--- src/rtl/rxf_pkg.sv ---
package rxf_pkg;

  // Status byte bit positions
  localparam int STAT_VALID_BIT = 7;
  localparam int STAT_AFULL_BIT = 6;
  localparam int STAT_FULL_HI   = 5;
  localparam int STAT_FULL_LO   = 4;
  localparam int STAT_OVF_BIT   = 3;

  // Next fill level after one edge
  function automatic int lvl_next(input int lvl, input logic push, input logic pop);
    int r;
    r = lvl;
    if (push && !pop) r = lvl + 1;
    else if (pop && !push) r = lvl - 1;
    return r;
  endfunction

  // Circular pointer advance
  function automatic int ptr_inc(input int ptr, input int depth);
    return (ptr == depth - 1) ? 0 : ptr + 1;
  endfunction

  // Pack the status byte
  function automatic logic [7:0] stat_pack(input logic valid, input logic afull,
                                            input logic full, input logic ovf);
    logic [7:0] s;
    s = 8'h00;
    s[STAT_VALID_BIT] = valid;
    s[STAT_AFULL_BIT] = afull;
    s[STAT_FULL_HI]   = full;
    s[STAT_FULL_LO]   = full;
    s[STAT_OVF_BIT]   = ovf;
    return s;
  endfunction

endpackage

--- src/rtl/rxf_store.sv ---
module rxf_store #(
  parameter int DATA_W = 16,
  parameter int DEPTH  = 32
) (
  input  logic              clk,
  input  logic              rst_n,
  input  logic              clr,
  input  logic              push,
  input  logic              pop,
  input  logic [DATA_W-1:0] wdata,
  output logic [DATA_W-1:0] rdata
);
  localparam int AW = (DEPTH > 1) ? $clog2(DEPTH) : 1;

  logic [DATA_W-1:0] mem [DEPTH];
  logic [AW-1:0]     wr_ptr;
  logic [AW-1:0]     rd_ptr;

  always_ff @(posedge clk) begin
    if (!rst_n || clr) begin
      wr_ptr <= '0;
      rd_ptr <= '0;
    end else begin
      if (push) wr_ptr <= AW'(rxf_pkg::ptr_inc(int'(wr_ptr), DEPTH));
      if (pop)  rd_ptr <= AW'(rxf_pkg::ptr_inc(int'(rd_ptr), DEPTH));
    end
  end

  always_ff @(posedge clk) begin
    if (push) mem[wr_ptr] <= wdata;
  end

  assign rdata = mem[rd_ptr];
endmodule

--- src/rtl/rxf_level.sv ---
module rxf_level #(
  parameter int DEPTH     = 32,
  parameter int AFULL_LVL = DEPTH - 8,
  parameter int LW        = $clog2(DEPTH + 1)
) (
  input  logic          clk,
  input  logic          rst_n,
  input  logic          clr,
  input  logic          push,
  input  logic          pop,
  output logic [LW-1:0] level,
  output logic          full,
  output logic          afull,
  output logic          empty
);
  always_ff @(posedge clk) begin
    if (!rst_n || clr) level <= '0;
    else               level <= LW'(rxf_pkg::lvl_next(int'(level), push, pop));
  end

  assign full  = (int'(level) == DEPTH);
  assign afull = (int'(level) >= AFULL_LVL);
  assign empty = (level == '0);
endmodule

--- src/rtl/rxf_sticky.sv ---
module rxf_sticky (
  input  logic clk,
  input  logic rst_n,
  input  logic clr,
  input  logic set,
  output logic flag
);
  always_ff @(posedge clk) begin
    if (!rst_n || clr) flag <= 1'b0;
    else if (set)      flag <= 1'b1;
  end
endmodule

--- src/rtl/rx_word_fifo.sv ---
module rx_word_fifo #(
  parameter int DATA_W    = 16,
  parameter int DEPTH     = 32,
  parameter int AFULL_LVL = DEPTH - 8
) (
  input  logic              clk,
  input  logic              rst_n,
  input  logic              link_en,
  input  logic [DATA_W-1:0] dev_data,
  input  logic              dev_valid,
  output logic              dev_hold,
  input  logic              rd_en,
  output logic [DATA_W-1:0] rd_data,
  output logic              rd_avail,
  output logic [7:0]        status
);
  localparam int LW = $clog2(DEPTH + 1);

  // Named internal events
  logic          hold_clr;
  logic          push_fire;
  logic          pop_fire;
  logic          ovf_event;
  logic          lvl_full;
  logic          lvl_afull;
  logic          lvl_empty;
  logic          ovf_flag;
  logic [LW-1:0] fill_lvl;

  assign hold_clr  = ~link_en;
  assign push_fire = link_en & dev_valid & ~lvl_full;
  assign pop_fire  = link_en & rd_en & ~lvl_empty;
  assign ovf_event = link_en & dev_valid & lvl_full;

  rxf_store #(.DATA_W(DATA_W), .DEPTH(DEPTH)) u_store (
    .clk   (clk),
    .rst_n (rst_n),
    .clr   (hold_clr),
    .push  (push_fire),
    .pop   (pop_fire),
    .wdata (dev_data),
    .rdata (rd_data)
  );

  rxf_level #(.DEPTH(DEPTH), .AFULL_LVL(AFULL_LVL), .LW(LW)) u_level (
    .clk   (clk),
    .rst_n (rst_n),
    .clr   (hold_clr),
    .push  (push_fire),
    .pop   (pop_fire),
    .level (fill_lvl),
    .full  (lvl_full),
    .afull (lvl_afull),
    .empty (lvl_empty)
  );

  rxf_sticky u_ovf (
    .clk   (clk),
    .rst_n (rst_n),
    .clr   (hold_clr),
    .set   (ovf_event),
    .flag  (ovf_flag)
  );

  assign dev_hold = lvl_afull;
  assign rd_avail = ~lvl_empty;
  assign status   = rxf_pkg::stat_pack(dev_valid, lvl_afull, lvl_full, ovf_flag);
endmodule

--- config.mk ---
export PLATFORM = sky130hd
export DESIGN_NAME = rx_word_fifo
export DESIGN_NICKNAME = d
export VERILOG_FILES = /design/src/rtl/rxf_pkg.sv /design/src/rtl/rxf_store.sv /design/src/rtl/rxf_level.sv /design/src/rtl/rxf_sticky.sv /design/src/rtl/rx_word_fifo.sv
export SDC_FILE = /design/constraint.sdc
export NUM_CORES = 1
export LEC_CHECK = 0
export BUFFER_PORTS_ARGS = -buffer_cell sky130_fd_sc_hd__buf_2
export CAP_MARGIN = 20
export CELL_PAD_IN_SITES_DETAIL_PLACEMENT = 1
export CELL_PAD_IN_SITES_GLOBAL_PLACEMENT = 1
export CORE_MARGIN = 8
export CORE_UTILIZATION = 40
export DETAILED_ROUTE_END_ITERATION = 6
export GPL_TIMING_DRIVEN = 1
export PLACE_DENSITY_LB_ADDON = 0.3
export SLEW_MARGIN = 20
export SYNTH_ARGS = -nofsm -noshare
export SYNTH_HDL_FRONTEND = slang
export SYNTH_SLANG_ARGS = --single-unit
--- constraint.sdc ---
create_clock -name clk -period 3.55 [get_ports clk]
set_input_delay 0.71 -clock clk [delete_from_list [all_inputs] [get_ports clk]]
set_output_delay 0.71 -clock clk [all_outputs]
set_load 0.05 [all_outputs]
# [Word-level counts from Yosys, hierarchy flattened]
# Memories as Yosys holds them, arrays and structs flattened. A register that Yosys moved wholly into a read port is not among the register bits.
# Index checks and enable logic that the tools add are counted.
[word_totals] latchBits=0 memories=1 ram_bits=512 rom_bits=0 output_inout_bits=26 inputBits=21 register_bits=17 elab_cells=37
[memory_table] name="u_store.mem" words=32 word_bits=16 rd=1 rd_ports_with_merged_regs=1 wr=1 line_no="rxf_store.sv:15" text="logic [DATA_W-1:0] mem [DEPTH];"
[op_classes] n_mul=0 n_lt_le_gt_ge=1 add_sub_neg=4 reduce_logical=8 n_mux=8 shift=0 n_bitwise=8 n_div=0 eq_ne=3
[op_table] cell="$mux 5" count=4
[op_table] cell="$mux 6" count=2
[op_table] cell="$add 5x1->5 const B" count=2
[op_table] cell="$eq 5x1->1 const B" count=2
[op_table] cell="$add 6x1->6 const B" count=1
[op_table] cell="$eq 6x6->1 const B" count=1
[op_table] cell="$ge 6x5->1 const B" count=1
[op_table] cell="$logic_not 6->1" count=1
[op_table] cell="$sub 6x1->6 const B" count=1
[op_table] cell="$and 1x1->1" count=5
[op_table] cell="$logic_not 1->1" count=3
[op_table] cell="$not 1->1" count=3
[op_table] cell="$logic_and 1x1->1" count=2
[op_table] cell="$mux 1" count=2
[op_table] cell="$reduce_bool 2->1" count=1
[op_table] cell="$logic_or 1x1->1" count=1

# [Longest topological paths before layout]
# Gate-level depths: netlist (run 1).
[logic_depth] word_depth=7 depth_mapped=10 ltp_nobuf=10

# [Hierarchy]
# Synthesis (run 1) repeated with hierarchy kept, for this count alone.
[hier_totals] hier_cells=1266 hier_area_um2=21436.8
[modules_own_cells] module="rxf_store" cells_each=1193 area_per_inst_um2=20835.0 seq_area_each_um2=15675.0 instances=1
[modules_own_cells] module="rxf_level" cells_each=56 area_per_inst_um2=470.5 seq_area_each_um2=120.1 instances=1
[modules_own_cells] module="rx_word_fifo" cells_each=14 area_per_inst_um2=95.1 seq_area_each_um2=0.0 instances=1
[modules_own_cells] module="rxf_sticky" cells_each=3 area_per_inst_um2=36.3 seq_area_each_um2=20.0 instances=1

# [Worst setup path after synthesis (run 1)]
# No wires, ideal clock.
[synth_timing] kind="reg-to-output" startpoint="reg (tool-made name)" endpoint="out rd_data[14]" required_time_ns=2.840 t_arrival_ns=2.095 setup_slack_ns=0.745 path_stages_with_launch=7 n_path_buf=3 cell_sequence="dfxtp_1 > clkbuf_1 > buf_4 > buf_2 > mux4_2 > a22oi_1 > nand4_1"
[synth_rtl] element="to (decl)" line_no="rx_word_fifo.sv:13" text="output logic [DATA_W-1:0] rd_data,"

==> results_tabular.tex, run 1 <==
\begin{tabular}{lr}
\hline
Metric & Value \\
\hline
\multicolumn{2}{l}{\textbf{Outcome}} \\
Run status & finished clean \\
\multicolumn{2}{l}{\textbf{Drt}} \\
Final routed DRC violation total & 0 \\
DR vias/cell & 5.54 \\
Aggregate routed wire length & 51000 um \\
Number of vias in the routed layout & 10700 \\
Number of nets with antenna violations after routing & 0 \\
Initial drt markers & 1019 \\
Average wire length per cell after detail routing & 26.4 um \\
Router iterations before antenna repair & 4 \\
\multicolumn{2}{l}{\textbf{Power and ir drop}} \\
Overall power & 13100 uW \\
Pwr dens & 541 nW/um\^{}2 \\
Maximum vdd ir drop & 353 uV \\
Total leakage power & 0.00749 uW \\
\multicolumn{2}{l}{\textbf{Clocking}} \\
Number of buffers on the longest clock path & 3 \\
Number of clock sinks seen by CTS & 534 \\
CTS clock-pin slew for the worst setup and hold paths & 0.06 ns \\
TritonCTS clock tree & built \\
Worst skew pair latency & 0.61 ns \\
Cell chosen for the clock root & sky130\_fd\_sc\_hd\_\_clkbuf\_16 \\
H-tree levels & 2 \\
CTS buffer count & 55 \\
\multicolumn{2}{l}{\textbf{Synth}} \\
Synth cell types & 47 \\
Post-synthesis async set-or-reset flop share & 0\% \\
Total of flip-flops plus latches after synthesis & 534 \\
Sequential area share after synthesis & 76.0\% \\
Post-Syn Area & 20800 um\^{}2 \\
Post-synthesis cell type with the largest combined area & sky130\_fd\_sc\_hd\_\_edfxtp\_1 \\
Area fraction of the dominant cell type after synthesis & 73.9\% \\
Synth area leaders & sky130\_fd\_sc\_hd\_\_edfxtp\_1 74\%, sky130\_fd\_sc\_hd\_\_mux4\_2 6.9\%, sky130\_fd\_sc\_hd\_\_mux2i\_1 6.4\% \\
Synthesis warning total & 0 \\
Top FF cell, synth & sky130\_fd\_sc\_hd\_\_edfxtp\_1 \\
Number of enable flip-flop cells after synthesis & 512 \\
Synthesized instance count & 1091 \\
Synth Area per Inst & 19.1 um\^{}2 \\
\multicolumn{2}{l}{\textbf{STA}} \\
Final period utilization & 98.4\% \\
Worst Max-Slew Pin Slew & 0.701 ns \\
Maximum clock rate & 286 MHz \\
Min Hold Slack & 0.406 ns \\
Max-slew headroom & 53.3\% \\
Clock Skews & 0.0182 ns \\
Max-slew violations & 0 \\
Final hold violation count & 0 \\
Setup violation total in the final timing report & 0 \\
Fin crit period & 3.49 ns \\
\multicolumn{2}{l}{\textbf{Global route}} \\
Pin count of the biggest net entering global routing & 51 \\
Wire length of the first global-routing pass & 74800 um \\
Antenna violations before repair & 3 \\
Via count of the first global-routing pass & 11200 \\
GRT Total Usage & 16.8\% \\
GRT overflow & 0 \\
\multicolumn{2}{l}{\textbf{Die}} \\
Rows & 83 \\
Starting utilization of the core area & 40.5\% \\
Horizontal extent of the die & 244 um \\
I/O pin count & 47 \\
Die Footprint & 59500 um\^{}2 \\
Placeable core area & 51400 um\^{}2 \\
DIE HEIGHT & 244 um \\
\multicolumn{2}{l}{\textbf{Critical path}} \\
Worst stage delay on the critical path & 0.59 ns \\
Setup CP Type & flip-flop to output port \\
CP max-delay cell & sky130\_fd\_sc\_hd\_\_dfxtp\_1 \\
Data required time of the worst path & 2.84 ns \\
Critical-path cell list & and2\_2 -> buf\_4 -> a22oi\_1 -> nand3\_1 -> nand4\_1 -> buf\_2 \\
Startpoint class of the critical path & flip-flop \\
Endpoint arrival time on the critical path & 2.78 ns \\
Kind of end point of the critical path & output port \\
Largest fanout on the critical path & 12 \\
Critical register-to-register path startpoint & u\_level.level[0] \\
\multicolumn{2}{l}{\textbf{Layout}} \\
\# nets final & 1243 \\
Most used cells in the layout excluding fill and tap cells & 512 x sky130\_fd\_sc\_hd\_\_edfxtp\_1, 134 x sky130\_fd\_sc\_hd\_\_mux2i\_1, 90 x sky130\_fd\_sc\_hd\_\_a22oi\_1 \\
Final core utilization & 47.2\% \\
Area growth syn-to-layout & 16.6\% \\
Fraction of final layout cells with drive strength greater than 1 & 24.3\% \\
Final cell count without fillers & 1936 \\
Leading cell type in the layout, fill and taps excluded & sky130\_fd\_sc\_hd\_\_edfxtp\_1 \\
\multicolumn{2}{l}{\textbf{Placement}} \\
Placer's final routability congestion estimate & 0.785 \\
Estimated wirelength of the detail-placed design & 32600 um \\
Number of input and output port buffers inserted & 43 \\
Dpl cells & 1827 \\
\multicolumn{2}{l}{\textbf{Min path}} \\
Worst hold start & dev\_valid \\
Path class of the lowest-slack min-delay path & primary input to flip-flop \\
\multicolumn{2}{l}{\textbf{Job}} \\
Max Cap Viol & 0 \\
\hline
\end{tabular}
worst paths after layout:
kind	end	slack (ns)	depth (start not counted)
setup / recovery	rd_data[9]	0.06	6
hold / removal	u_ovf.flag	0.41	3
setup reg to reg	u_level.level[5]	0.43	9
hold reg to reg	u_ovf.flag	0.50	2
cells in the mapped netlist, types with 3 or more instances:
library cell               number
sky130_fd_sc_hd__and2_1         3
sky130_fd_sc_hd__a22oi_1       96
sky130_fd_sc_hd__nor2_1        50
sky130_fd_sc_hd__mux4_2        64
sky130_fd_sc_hd__a31oi_1        3
sky130_fd_sc_hd__inv_1          5
sky130_fd_sc_hd__a31o_2         3
sky130_fd_sc_hd__and3_1         3
sky130_fd_sc_hd__nand4_1       17
sky130_fd_sc_hd__nand2_1       13
sky130_fd_sc_hd__a211oi_1       3
sky130_fd_sc_hd__buf_2         23
sky130_fd_sc_hd__nand3_1       37
sky130_fd_sc_hd__nand3b_1       3
sky130_fd_sc_hd__nor4_1         4
sky130_fd_sc_hd__nor2b_1        4
sky130_fd_sc_hd__buf_4         11
sky130_fd_sc_hd__a21oi_1        7
sky130_fd_sc_hd__o21ai_0        6
sky130_fd_sc_hd__dfxtp_1       22
sky130_fd_sc_hd__ha_1          12
sky130_fd_sc_hd__mux2i_1      134
sky130_fd_sc_hd__edfxtp_1     512
sky130_fd_sc_hd__clkbuf_1      28
sky130_fd_sc_hd__buf_1          4
cell type report:
cell class,count,area [um^2]
Clock buffer,68,1470
Multi-Input combinational cell,487,4740
Antenna cell,1,2.50
Sequential cell,534,15800
Fill cell,4759,27200
Timing Repair Buffer,125,993
Clock inverter,35,348
Tap cell,680,851
Inverter,6,22.5
registers in the layout, summed over array words and instances (netlist names), named ones only:
signal / cells
u_level.level: 6
u_ovf.flag: 1
u_store.rd_ptr: 5
u_store.wr_ptr: 5
u_store.mem: 512
cell families (layout without fill, tap and decap cells):
family | Yosys count | after routing | synth area share, %
flip-flops | 534 | 534 | 76.0
other | 1 | 4 | 0.0180
multiplexers | 198 | 198 | 13.4
AO/OA/AOI/OAI | 123 | 123 | 4.38
adder cells (fa/ha/maj) | 13 | 13 | 0.818
XOR/XNOR | 3 | 3 | 0.126
buffers and inverters | 72 | 234 | 1.64
AND/OR/NAND/NOR | 147 | 147 | 3.59
worst max-delay path, delay by kind of cell (launching register included):
kind            cells  cell delay (ns)
flops               1             0.59
buf+inv             2             0.56
simple gates        3             0.92
compound gates      1             0.11
stage by stage:
| step | TNS (ns) | area [um^2] | setup WS, ns |
|---|---|---|---|
| 3_3_place_gp | 0 | 22300 | 0.398 |
| 4_1_cts | -0.000728 | 24200 | -0.000728 |
| 6_report | 0 | 24200 | 0.0582 |
| 3_5_place_dp | 0 | 22300 | 0.443 |
| 5_1_grt | -0.00258 | 24200 | -0.00258 |
| 2_1_floorplan | 0 | 20800 | 0.745 |
per-layer routing:
metal / wire, um / track usage, % / vias up
met5: 0 / 0 / -
met4: 936 / 4.21 / 0
met3: 2530 / 2.66 / 63
met2: 24500 / 27.4 / 272
met1: 23000 / 23.4 / 5693
li1: - / - / 4701
power breakdown:
group	internal (uW)	switching (uW)	total, uW
Sequential	6920	15.6	6930
Clock	3430	2340	5770
Combinational	93.0	312	405
Total	10400	2670	13100
timing repair:
item | 4_1_cts | 5_1_grt
buffers inserted | 3 | 2
hold buffers | 0 | 0
resized for setup | 5 | 11
gates cloned | 0 | 1
endpoints found under the setup margin | 16 | 10
pin swaps | 0 | 1
No activity file was read; power rests on OpenSTA's default activity.
==> inputs of run 2 (changes only) <==
--- a/config.mk
+++ b/config.mk
@@ -13,7 +13,7 @@
 export CORE_UTILIZATION = 40
 export DETAILED_ROUTE_END_ITERATION = 6
 export GPL_TIMING_DRIVEN = 1
-export PLACE_DENSITY_LB_ADDON = 0.3
+export PLACE_DENSITY_LB_ADDON = 0.1
 export SLEW_MARGIN = 20
 export SYNTH_ARGS = -nofsm -noshare
 export SYNTH_HDL_FRONTEND = slang
==> run 2 against run 1 <==
Via count is 2.6% lower. Cell count is 1.4% lower. Register-to-register slack worse by 0.04 ns. Fmax is 0.98% higher. Sequential power hardly changed. Setup slack better by 0.034 ns. Non-clock buffer count is 26 lower. First-iteration DRC count is 27% lower. Clock power is 0.7% lower. Power is 0.42% lower. Critical path depth is 1 lower. Highest routed layer unchanged.
==> results_tabular.tex, run 2 (synthesis gave the netlist of run 1 again) <==
\begin{tabular}{lr}
\hline
Metric & Value \\
\hline
\multicolumn{2}{l}{\textbf{Clocking}} \\
Number of buffers on the longest clock path & 3 (unchanged) \\
CTS clock-pin slew for the worst setup and hold paths & 0.06 ns (about the same) \\
Cell chosen for the clock root & sky130\_fd\_sc\_hd\_\_clkbuf\_16 \\
Number of clock sinks seen by CTS & 534 (unchanged) \\
TritonCTS clock tree & built \\
Worst skew pair latency & 0.62 ns (about the same) \\
H-tree levels & 2 (unchanged) \\
CTS buffer count & 57 (+3.6\%) \\
\multicolumn{2}{l}{\textbf{Layout}} \\
\# nets final & 1219 (-1.9\%) \\
Leading cell type in the layout, fill and taps excluded & sky130\_fd\_sc\_hd\_\_edfxtp\_1 \\
Layout fillers & 4814 (+1.2\%) \\
Most flops, register & u\_store.mem \\
Flip-flop count of the largest register after layout & 512 (unchanged) \\
Final core utilization & 46.7\% (-0.52 points) \\
Fraction of final layout cells with drive strength greater than 1 & 23.0\% (-1.3 points) \\
Most used cells in the layout excluding fill and tap cells & 512 x sky130\_fd\_sc\_hd\_\_edfxtp\_1, 134 x sky130\_fd\_sc\_hd\_\_mux2i\_1, 93 x sky130\_fd\_sc\_hd\_\_a22oi\_1 \\
Area growth syn-to-layout & 15.3\% \\
Regs by FF count & u\_store.mem (512), u\_level.level (6) \\
Number of diodes added for antenna fixing & 0 (-1) \\
\multicolumn{2}{l}{\textbf{Drt}} \\
Router iterations before antenna repair & 5 (+1) \\
Final routed DRC violation total & 0 (unchanged) \\
Routed met3 length & 2000 um (-21\%) \\
Aggregate routed wire length & 49400 um (-3.3\%) \\
Initial drt markers & 744 (-27\%) \\
Routed metal-1 wire length & 22600 um (-1.9\%) \\
Number of nets with antenna violations after routing & 0 (unchanged) \\
Number of vias in the routed layout & 10500 (-2.6\%) \\
Highest metal used & met4 \\
DR vias/cell & 5.48 (-1.2\%) \\
WL met2 & 23800 um (-2.9\%) \\
Average wire length per cell after detail routing & 25.9 um (-1.8\%) \\
\multicolumn{2}{l}{\textbf{Die}} \\
Rows & 83 (unchanged) \\
Die Footprint & 59500 um\^{}2 (unchanged) \\
Starting utilization of the core area & 40.5\% (unchanged) \\
DIE HEIGHT & 244 um (unchanged) \\
I/O pin count & 47 (unchanged) \\
Horizontal extent of the die & 244 um (unchanged) \\
Placeable core area & 51400 um\^{}2 (unchanged) \\
\multicolumn{2}{l}{\textbf{Global route}} \\
Wire length of the first global-routing pass & 73900 um (-1.3\%) \\
GRT Total Usage & 16.5\% (-0.31 points) \\
Via count of the first global-routing pass & 11200 (-0.32\%) \\
Pin count of the biggest net entering global routing & 80 (+57\%) \\
GRT overflow & 0 (unchanged) \\
Antenna violations before repair & 2 (-1) \\
\multicolumn{2}{l}{\textbf{Placement}} \\
Placer's final routability congestion estimate & 0.734 (-6.5\%) \\
Number of input and output port buffers inserted & 43 (unchanged) \\
Estimated wirelength of the detail-placed design & 29800 um (-8.5\%) \\
\multicolumn{2}{l}{\textbf{Power and ir drop}} \\
Design internal power & 10400 uW (-0.74\%) \\
Switching Fraction & 20.6\% (+0.26 points) \\
Clock share of power & 43.9\% (about the same) \\
Total leakage power & 0.00730 uW (-2.5\%) \\
Pwr dens & 544 nW/um\^{}2 (+0.69\%) \\
Net Switching & 2690 uW (+0.84\%) \\
Fraction of power consumed by sequential logic & 53.1\% (+0.2 points) \\
Part of the total power dissipated in combinational logic & 3.0\% (about the same) \\
Overall power & 13100 uW (-0.42\%) \\
Maximum vdd ir drop & 424 uV (+20\%) \\
\multicolumn{2}{l}{\textbf{Critical path}} \\
Largest fanout on the critical path & 8 (-4) \\
Setup CP Type & flip-flop to output port \\
Data required time of the worst path & 2.84 ns (about the same) \\
Endpoint of the lowest-slack register-to-register path & u\_level.level[5] \\
Internal reg-to-reg setup slack & 0.39 ns (-0.04 ns) \\
Endpoint arrival time on the critical path & 2.75 ns (-0.03 ns) \\
Startpoint class of the critical path & flip-flop \\
Worst reg2reg path depth & 9 (unchanged) \\
End point of the critical path & rd\_data[14] \\
Critical register-to-register path startpoint & u\_level.level[0] \\
Kind of end point of the critical path & output port \\
\multicolumn{2}{l}{\textbf{STA}} \\
Max-slew violations & 0 (unchanged) \\
Setup violation total in the final timing report & 0 (unchanged) \\
Max-slew headroom & 56.9\% (+3.6 points) \\
Setup repair after global routing missed its margin & false \\
Final period utilization & 97.4\% (-0.95 points) \\
Final hold violation count & 0 (unchanged) \\
Worst Max-Slew Pin Slew & 0.645 ns (-0.0559 ns) \\
Min Hold Slack & 0.386 ns (-0.0206 ns) \\
Maximum clock rate & 289 MHz (+0.98\%) \\
Fin crit period & 3.46 ns (-0.0338 ns) \\
Final sum of negative setup slack & 0 ns (unchanged) \\
Clock Skews & 0.0250 ns (+0.00688 ns) \\
\multicolumn{2}{l}{\textbf{Job}} \\
Max Cap Viol & 0 (unchanged) \\
\multicolumn{2}{l}{\textbf{Min path}} \\
Path class of the lowest-slack min-delay path & primary input to flip-flop \\
\multicolumn{2}{l}{\textbf{Outcome}} \\
Run status & finished clean \\
\hline
\end{tabular}
run 2: changes by cell type in the layout (fill, tap and decap cells not counted), sizes merged:
cell    before  now
buf        124   99
clkbuf      69   78
clkinv      26   17
bufinv       7    5
diode        1    0
run 2: power groups by stage:
stage	Combinational [uW]	Clock (uW)	Sequential (uW)
after detailed placement	403	0	7060
after floorplan	222	0	7060
after global routing	428	6100	6930
after CTS	404	5880	6930
final	398	5730	6930
after global placement	391	0	7060
run 2: layer usage:
metal / global-route usage (%) / vias up
li1: - / 4652
met1: 22.7 / 5523
met2: 27.0 / 210
met3: 2.75 / 66
met4: 4.56 / 0
met5: 0 / -
run 2: final cells by class:
| type | count | area (um^2) | share of cell area, % |
|---|---|---|---|
| clock buffer | 78 | 1530 | 6.36 |
| clock inverter | 24 | 259 | 1.08 |
| inverter | 6 | 22.5 | 0.0939 |
| multi-input combinational | 487 | 4760 | 19.9 |
| sequential | 534 | 15800 | 66.0 |
| tap | 680 | 851 | 3.55 |
| timing repair buffer | 99 | 738 | 3.08 |
run 2: timing repair:
action | CTS | global route
buffers inserted | 3 | 0
setup endpoints to repair | 14 | 2
hold buffers | 0 | 0
gates resized for setup | 3 | 3
pin swaps | 1 | 0
run 2: critical path, cell delays in order (launching register included):
cell	delay, ns
sky130_fd_sc_hd__dfxtp_4	0.45
sky130_fd_sc_hd__buf_4	0.16
sky130_fd_sc_hd__mux4_2	0.49
sky130_fd_sc_hd__a22oi_1	0.48
sky130_fd_sc_hd__nand4_1	0.27
sky130_fd_sc_hd__buf_2	0.29
run 2: through the flow:
step                      instances  setup slack [ns]  cell area, um^2
after CTS                      1908           0.00528            24000
after global placement         1803             0.477            22100
final                          1908            0.0920            24000
after floorplan                1093             0.745            20800
after detailed placement       1803             0.386            22100
after global routing           1908           0.00877            24000
run 2: worst min-delay path by stage:
stage	startpoint	endpoint	slack, ns	cells after the start
global route	dev_valid	u_ovf.flag	0.39	3
global placement	u_ovf.flag	u_ovf.flag	0.46	2
finish	dev_valid	u_ovf.flag	0.39	3
CTS	dev_valid	u_ovf.flag	0.35	3
detailed placement	u_ovf.flag	u_ovf.flag	0.47	2
floorplan	u_ovf.flag	u_ovf.flag	0.44	2
==> inputs of run 3 (changes only) <==
--- a/config.mk
+++ b/config.mk
@@ -11,6 +11,7 @@
 export CELL_PAD_IN_SITES_GLOBAL_PLACEMENT = 1
 export CORE_MARGIN = 8
 export CORE_UTILIZATION = 40
+export CTS_BUF_LIST = sky130_fd_sc_hd__clkbuf_2
 export DETAILED_ROUTE_END_ITERATION = 6
 export GPL_TIMING_DRIVEN = 1
 export PLACE_DENSITY_LB_ADDON = 0.1
==> run 3 against run 2 <==
The flow now finishes with violations (negative setup slack). Register-to-register slack improved by 0.22 ns. Global-route usage rose by 0.98 points. Clock skew rose by 0.044 ns. Fmax fell by 13%. Die area did not move. First-iteration DRC count fell by 10%. Hold slack improved by 0.13 ns. Largest power group unchanged. Highest routed layer unchanged.
==> results_tabular.tex, run 3 (synthesis gave the netlist of run 1 again) <==
\begin{tabular}{lr}
\hline
Metric & Value \\
\hline
\multicolumn{2}{l}{\textbf{Die}} \\
Die Footprint & 59500 um\^{}2 (unchanged) \\
Placeable core area & 51400 um\^{}2 (unchanged) \\
Horizontal extent of the die & 244 um (unchanged) \\
I/O pin count & 47 (unchanged) \\
Rows & 83 (unchanged) \\
Starting utilization of the core area & 40.5\% (unchanged) \\
DIE HEIGHT & 244 um (unchanged) \\
\multicolumn{2}{l}{\textbf{STA}} \\
Setup repair after global routing missed its margin & true \\
Final worst slack & -0.434 ns (-0.526 ns) \\
Maximum clock rate & 251 MHz (-13\%) \\
Worst Max-Slew Pin Slew & 0.858 ns (+0.213 ns) \\
Setup violation total in the final timing report & 16 (+16) \\
Clock Skews & 0.0692 ns (+0.0442 ns) \\
Max-slew violations & 0 (unchanged) \\
Fin crit period & 3.98 ns (+0.526 ns) \\
Final period utilization & 112\% (+15 points) \\
Max-slew headroom & 42.8\% (-14 points) \\
Min Hold Slack & 0.513 ns (+0.127 ns) \\
Final hold violation count & 0 (unchanged) \\
\multicolumn{2}{l}{\textbf{Min path}} \\
Min-Delay Path Depth & 2 (-1) \\
Path class of the lowest-slack min-delay path & primary input to flip-flop \\
Endpoint with the worst hold slack & u\_store.mem[25][0] \\
Worst hold start & dev\_data[0] \\
\multicolumn{2}{l}{\textbf{Global route}} \\
Global routing's busiest layer & met2 \\
GRT Total Usage & 17.4\% (+0.98 points) \\
Antenna violations before repair & 2 (unchanged) \\
Met2 routing resource usage after global routing & 28.1\% (+1.1 points) \\
Via count of the first global-routing pass & 12200 (+9.3\%) \\
Routing usage on met1 & 22.3\% (-0.34 points) \\
GRT overflow & 0 (unchanged) \\
Pin count of the biggest net entering global routing & 41 (-49\%) \\
Wire length of the first global-routing pass & 77000 um (+4.3\%) \\
Met3 Resource Use GR & 4.71\% (+2.0 points) \\
\multicolumn{2}{l}{\textbf{Layout}} \\
Area growth syn-to-layout & 18.4\% \\
Multi-input gate area & 5010 um\^{}2 (+5.3\%) \\
Most used cells in the layout excluding fill and tap cells & 512 x sky130\_fd\_sc\_hd\_\_edfxtp\_1, 211 x sky130\_fd\_sc\_hd\_\_clkbuf\_2, 132 x sky130\_fd\_sc\_hd\_\_mux2i\_1 \\
Most flops, register & u\_store.mem \\
Final cell area excluding filler cells & 24600 um\^{}2 (+2.7\%) \\
Layout fillers & 4932 (+2.5\%) \\
Regs by FF count & u\_store.mem (512), u\_level.level (6) \\
Fraction of final layout cells with drive strength greater than 1 & 35.9\% (+13 points) \\
Flip-flop count of the largest register after layout & 512 (unchanged) \\
\# nets final & 1355 (+11\%) \\
Leading cell type in the layout, fill and taps excluded & sky130\_fd\_sc\_hd\_\_edfxtp\_1 \\
Sequential cell area & 15800 um\^{}2 (about the same) \\
\multicolumn{2}{l}{\textbf{Critical path}} \\
Data required time of the worst path & 2.84 ns (about the same) \\
Startpoint class of the critical path & flip-flop \\
Worst reg2reg path depth & 9 (unchanged) \\
Endpoint of the lowest-slack register-to-register path & u\_level.level[5] \\
Internal reg-to-reg setup slack & 0.61 ns (+0.22 ns) \\
Endpoint arrival time on the critical path & 3.27 ns (+0.52 ns) \\
Largest fanout on the critical path & 8 (unchanged) \\
Kind of end point of the critical path & output port \\
Critical register-to-register path startpoint & u\_level.level[0] \\
Setup CP Type & flip-flop to output port \\
\multicolumn{2}{l}{\textbf{Outcome}} \\
Run status & finished with violations \\
Violated checks & negative setup slack \\
\multicolumn{2}{l}{\textbf{Power and ir drop}} \\
Overall power & 11800 uW (-9.6\%) \\
Total leakage power & 0.00785 uW (+7.5\%) \\
Switching Fraction & 24.0\% (+3.4 points) \\
Clock share of power & 37.6\% (-6.3 points) \\
Fraction of power consumed by sequential logic & 58.6\% (+5.5 points) \\
Design internal power & 8970 uW (-13\%) \\
Maximum vdd ir drop & 232 uV (-45\%) \\
Net Switching & 2830 uW (+5.3\%) \\
Part of the total power dissipated in combinational logic & 3.8\% (+0.8 points) \\
Pwr dens & 480 nW/um\^{}2 (-12\%) \\
\multicolumn{2}{l}{\textbf{Drt}} \\
Router iterations before antenna repair & 5 (unchanged) \\
Initial drt markers & 667 (-10\%) \\
Number of nets with antenna violations after routing & 0 (unchanged) \\
Average wire length per cell after detail routing & 24.5 um (-5.1\%) \\
Aggregate routed wire length & 51800 um (+4.8\%) \\
Final routed DRC violation total & 0 (unchanged) \\
Number of vias in the routed layout & 11200 (+7.0\%) \\
DR vias/cell & 5.31 (-3.1\%) \\
\multicolumn{2}{l}{\textbf{Clocking}} \\
Number of buffers on the longest clock path & 3 (unchanged) \\
Worst skew pair latency & 1.29 ns (+0.67 ns) \\
H-tree levels & 4 (+2) \\
CTS clock-pin slew for the worst setup and hold paths & 0.11 ns (+0.05 ns) \\
TritonCTS clock tree & built \\
Cell chosen for the clock root & sky130\_fd\_sc\_hd\_\_clkbuf\_2 \\
CTS buffer count & 143 (+150\%) \\
Number of clock sinks seen by CTS & 534 (unchanged) \\
\multicolumn{2}{l}{\textbf{Placement}} \\
Estimated wirelength of the detail-placed design & 29800 um (unchanged) \\
Total cell area at the placement stage & 22100 um\^{}2 (unchanged) \\
Placer's final routability congestion estimate & 0.734 (unchanged) \\
Number of input and output port buffers inserted & 43 (unchanged) \\
\multicolumn{2}{l}{\textbf{Job}} \\
Max Cap Viol & 0 (unchanged) \\
\hline
\end{tabular}
[run 3: changes by cell type in the layout (fill, tap and decap cells not counted), moves of 18 or more]
cell and delta:
sky130_fd_sc_hd__a22oi_1 -34, sky130_fd_sc_hd__a22oi_2 +34, sky130_fd_sc_hd__buf_2 -18, sky130_fd_sc_hd__buf_6 +23, sky130_fd_sc_hd__clkbuf_1 -20, sky130_fd_sc_hd__clkbuf_16 -57
sky130_fd_sc_hd__clkbuf_2 +211, sky130_fd_sc_hd__dlygate4sd3_1 +25
[run 3: what timing repair did]
action / 4_1_cts / 5_1_grt
pin swaps: 22 / 17
setup buffers: 20 / 2
cloned: 5 / 1
setup endpoints to repair: 18 / 16
gates resized for setup: 81 / 39
hold buffers: 25 / 0
hold endpoints to repair: 531 / 0
[run 3: layer usage]
layer	vias up	wire, um
met5	-	0
met1	5833	22800
met3	85	2520
li1	5005	-
met4	0	1070
met2	262	25400
[run 3: power by group through the flow]
stage / sequential [uW] / combinational [uW] / clock [uW]
2_1_floorplan: 7060 / 222 / 0
3_3_place_gp: 7060 / 391 / 0
3_5_place_dp: 7060 / 403 / 0
4_1_cts: 6920 / 451 / 4640
5_1_grt: 6920 / 483 / 4950
6_report: 6920 / 452 / 4440
[run 3: per-stage QoR]
step | cells | setup TNS [ns] | utilization (%) | setup slack [ns]
6_report | 2108 | -5.20 | 47.9 | -0.434
5_1_grt | 2107 | -9.42 | 47.9 | -0.638
4_1_cts | 2098 | -9.52 | 47.5 | -0.641
3_5_place_dp | 1803 | 0 | 43.1 | 0.386
3_3_place_gp | 1803 | 0 | 43.1 | 0.477
2_1_floorplan | 1093 | 0 | - | 0.745
[run 3: how the worst max path moves through the flow]
stage / slack, ns / to / start / depth (start not counted)
floorplan: 0.75 / rd_data[14] / flip-flop / 6
global placement: 0.48 / u_level.level[5] / u_level.level[0] / 9
detailed placement: 0.39 / u_level.level[5] / u_level.level[0] / 9
CTS: -0.64 / rd_data[15] / flip-flop / 6
global route: -0.64 / rd_data[3] / flip-flop / 6
finish: -0.43 / rd_data[15] / flip-flop / 6
[run 3: final cells by class]
class	count	area share, %
multi-input combinational	487	20.4
clock inverter	34	1.11
tap	680	3.45
clock buffer	211	4.29
antenna	7	0.0711
inverter	6	0.0915
timing repair buffer	149	6.37
sequential	534	64.3
[run 3: worst max-delay path, cell delays in order, from the launching register on]
cell                      delay (ns)
sky130_fd_sc_hd__dfxtp_4        0.38
sky130_fd_sc_hd__buf_12         0.16
sky130_fd_sc_hd__buf_12         0.15
sky130_fd_sc_hd__mux4_2         0.50
sky130_fd_sc_hd__a22oi_2        0.28
sky130_fd_sc_hd__nand4_1        0.30
sky130_fd_sc_hd__buf_6          0.26
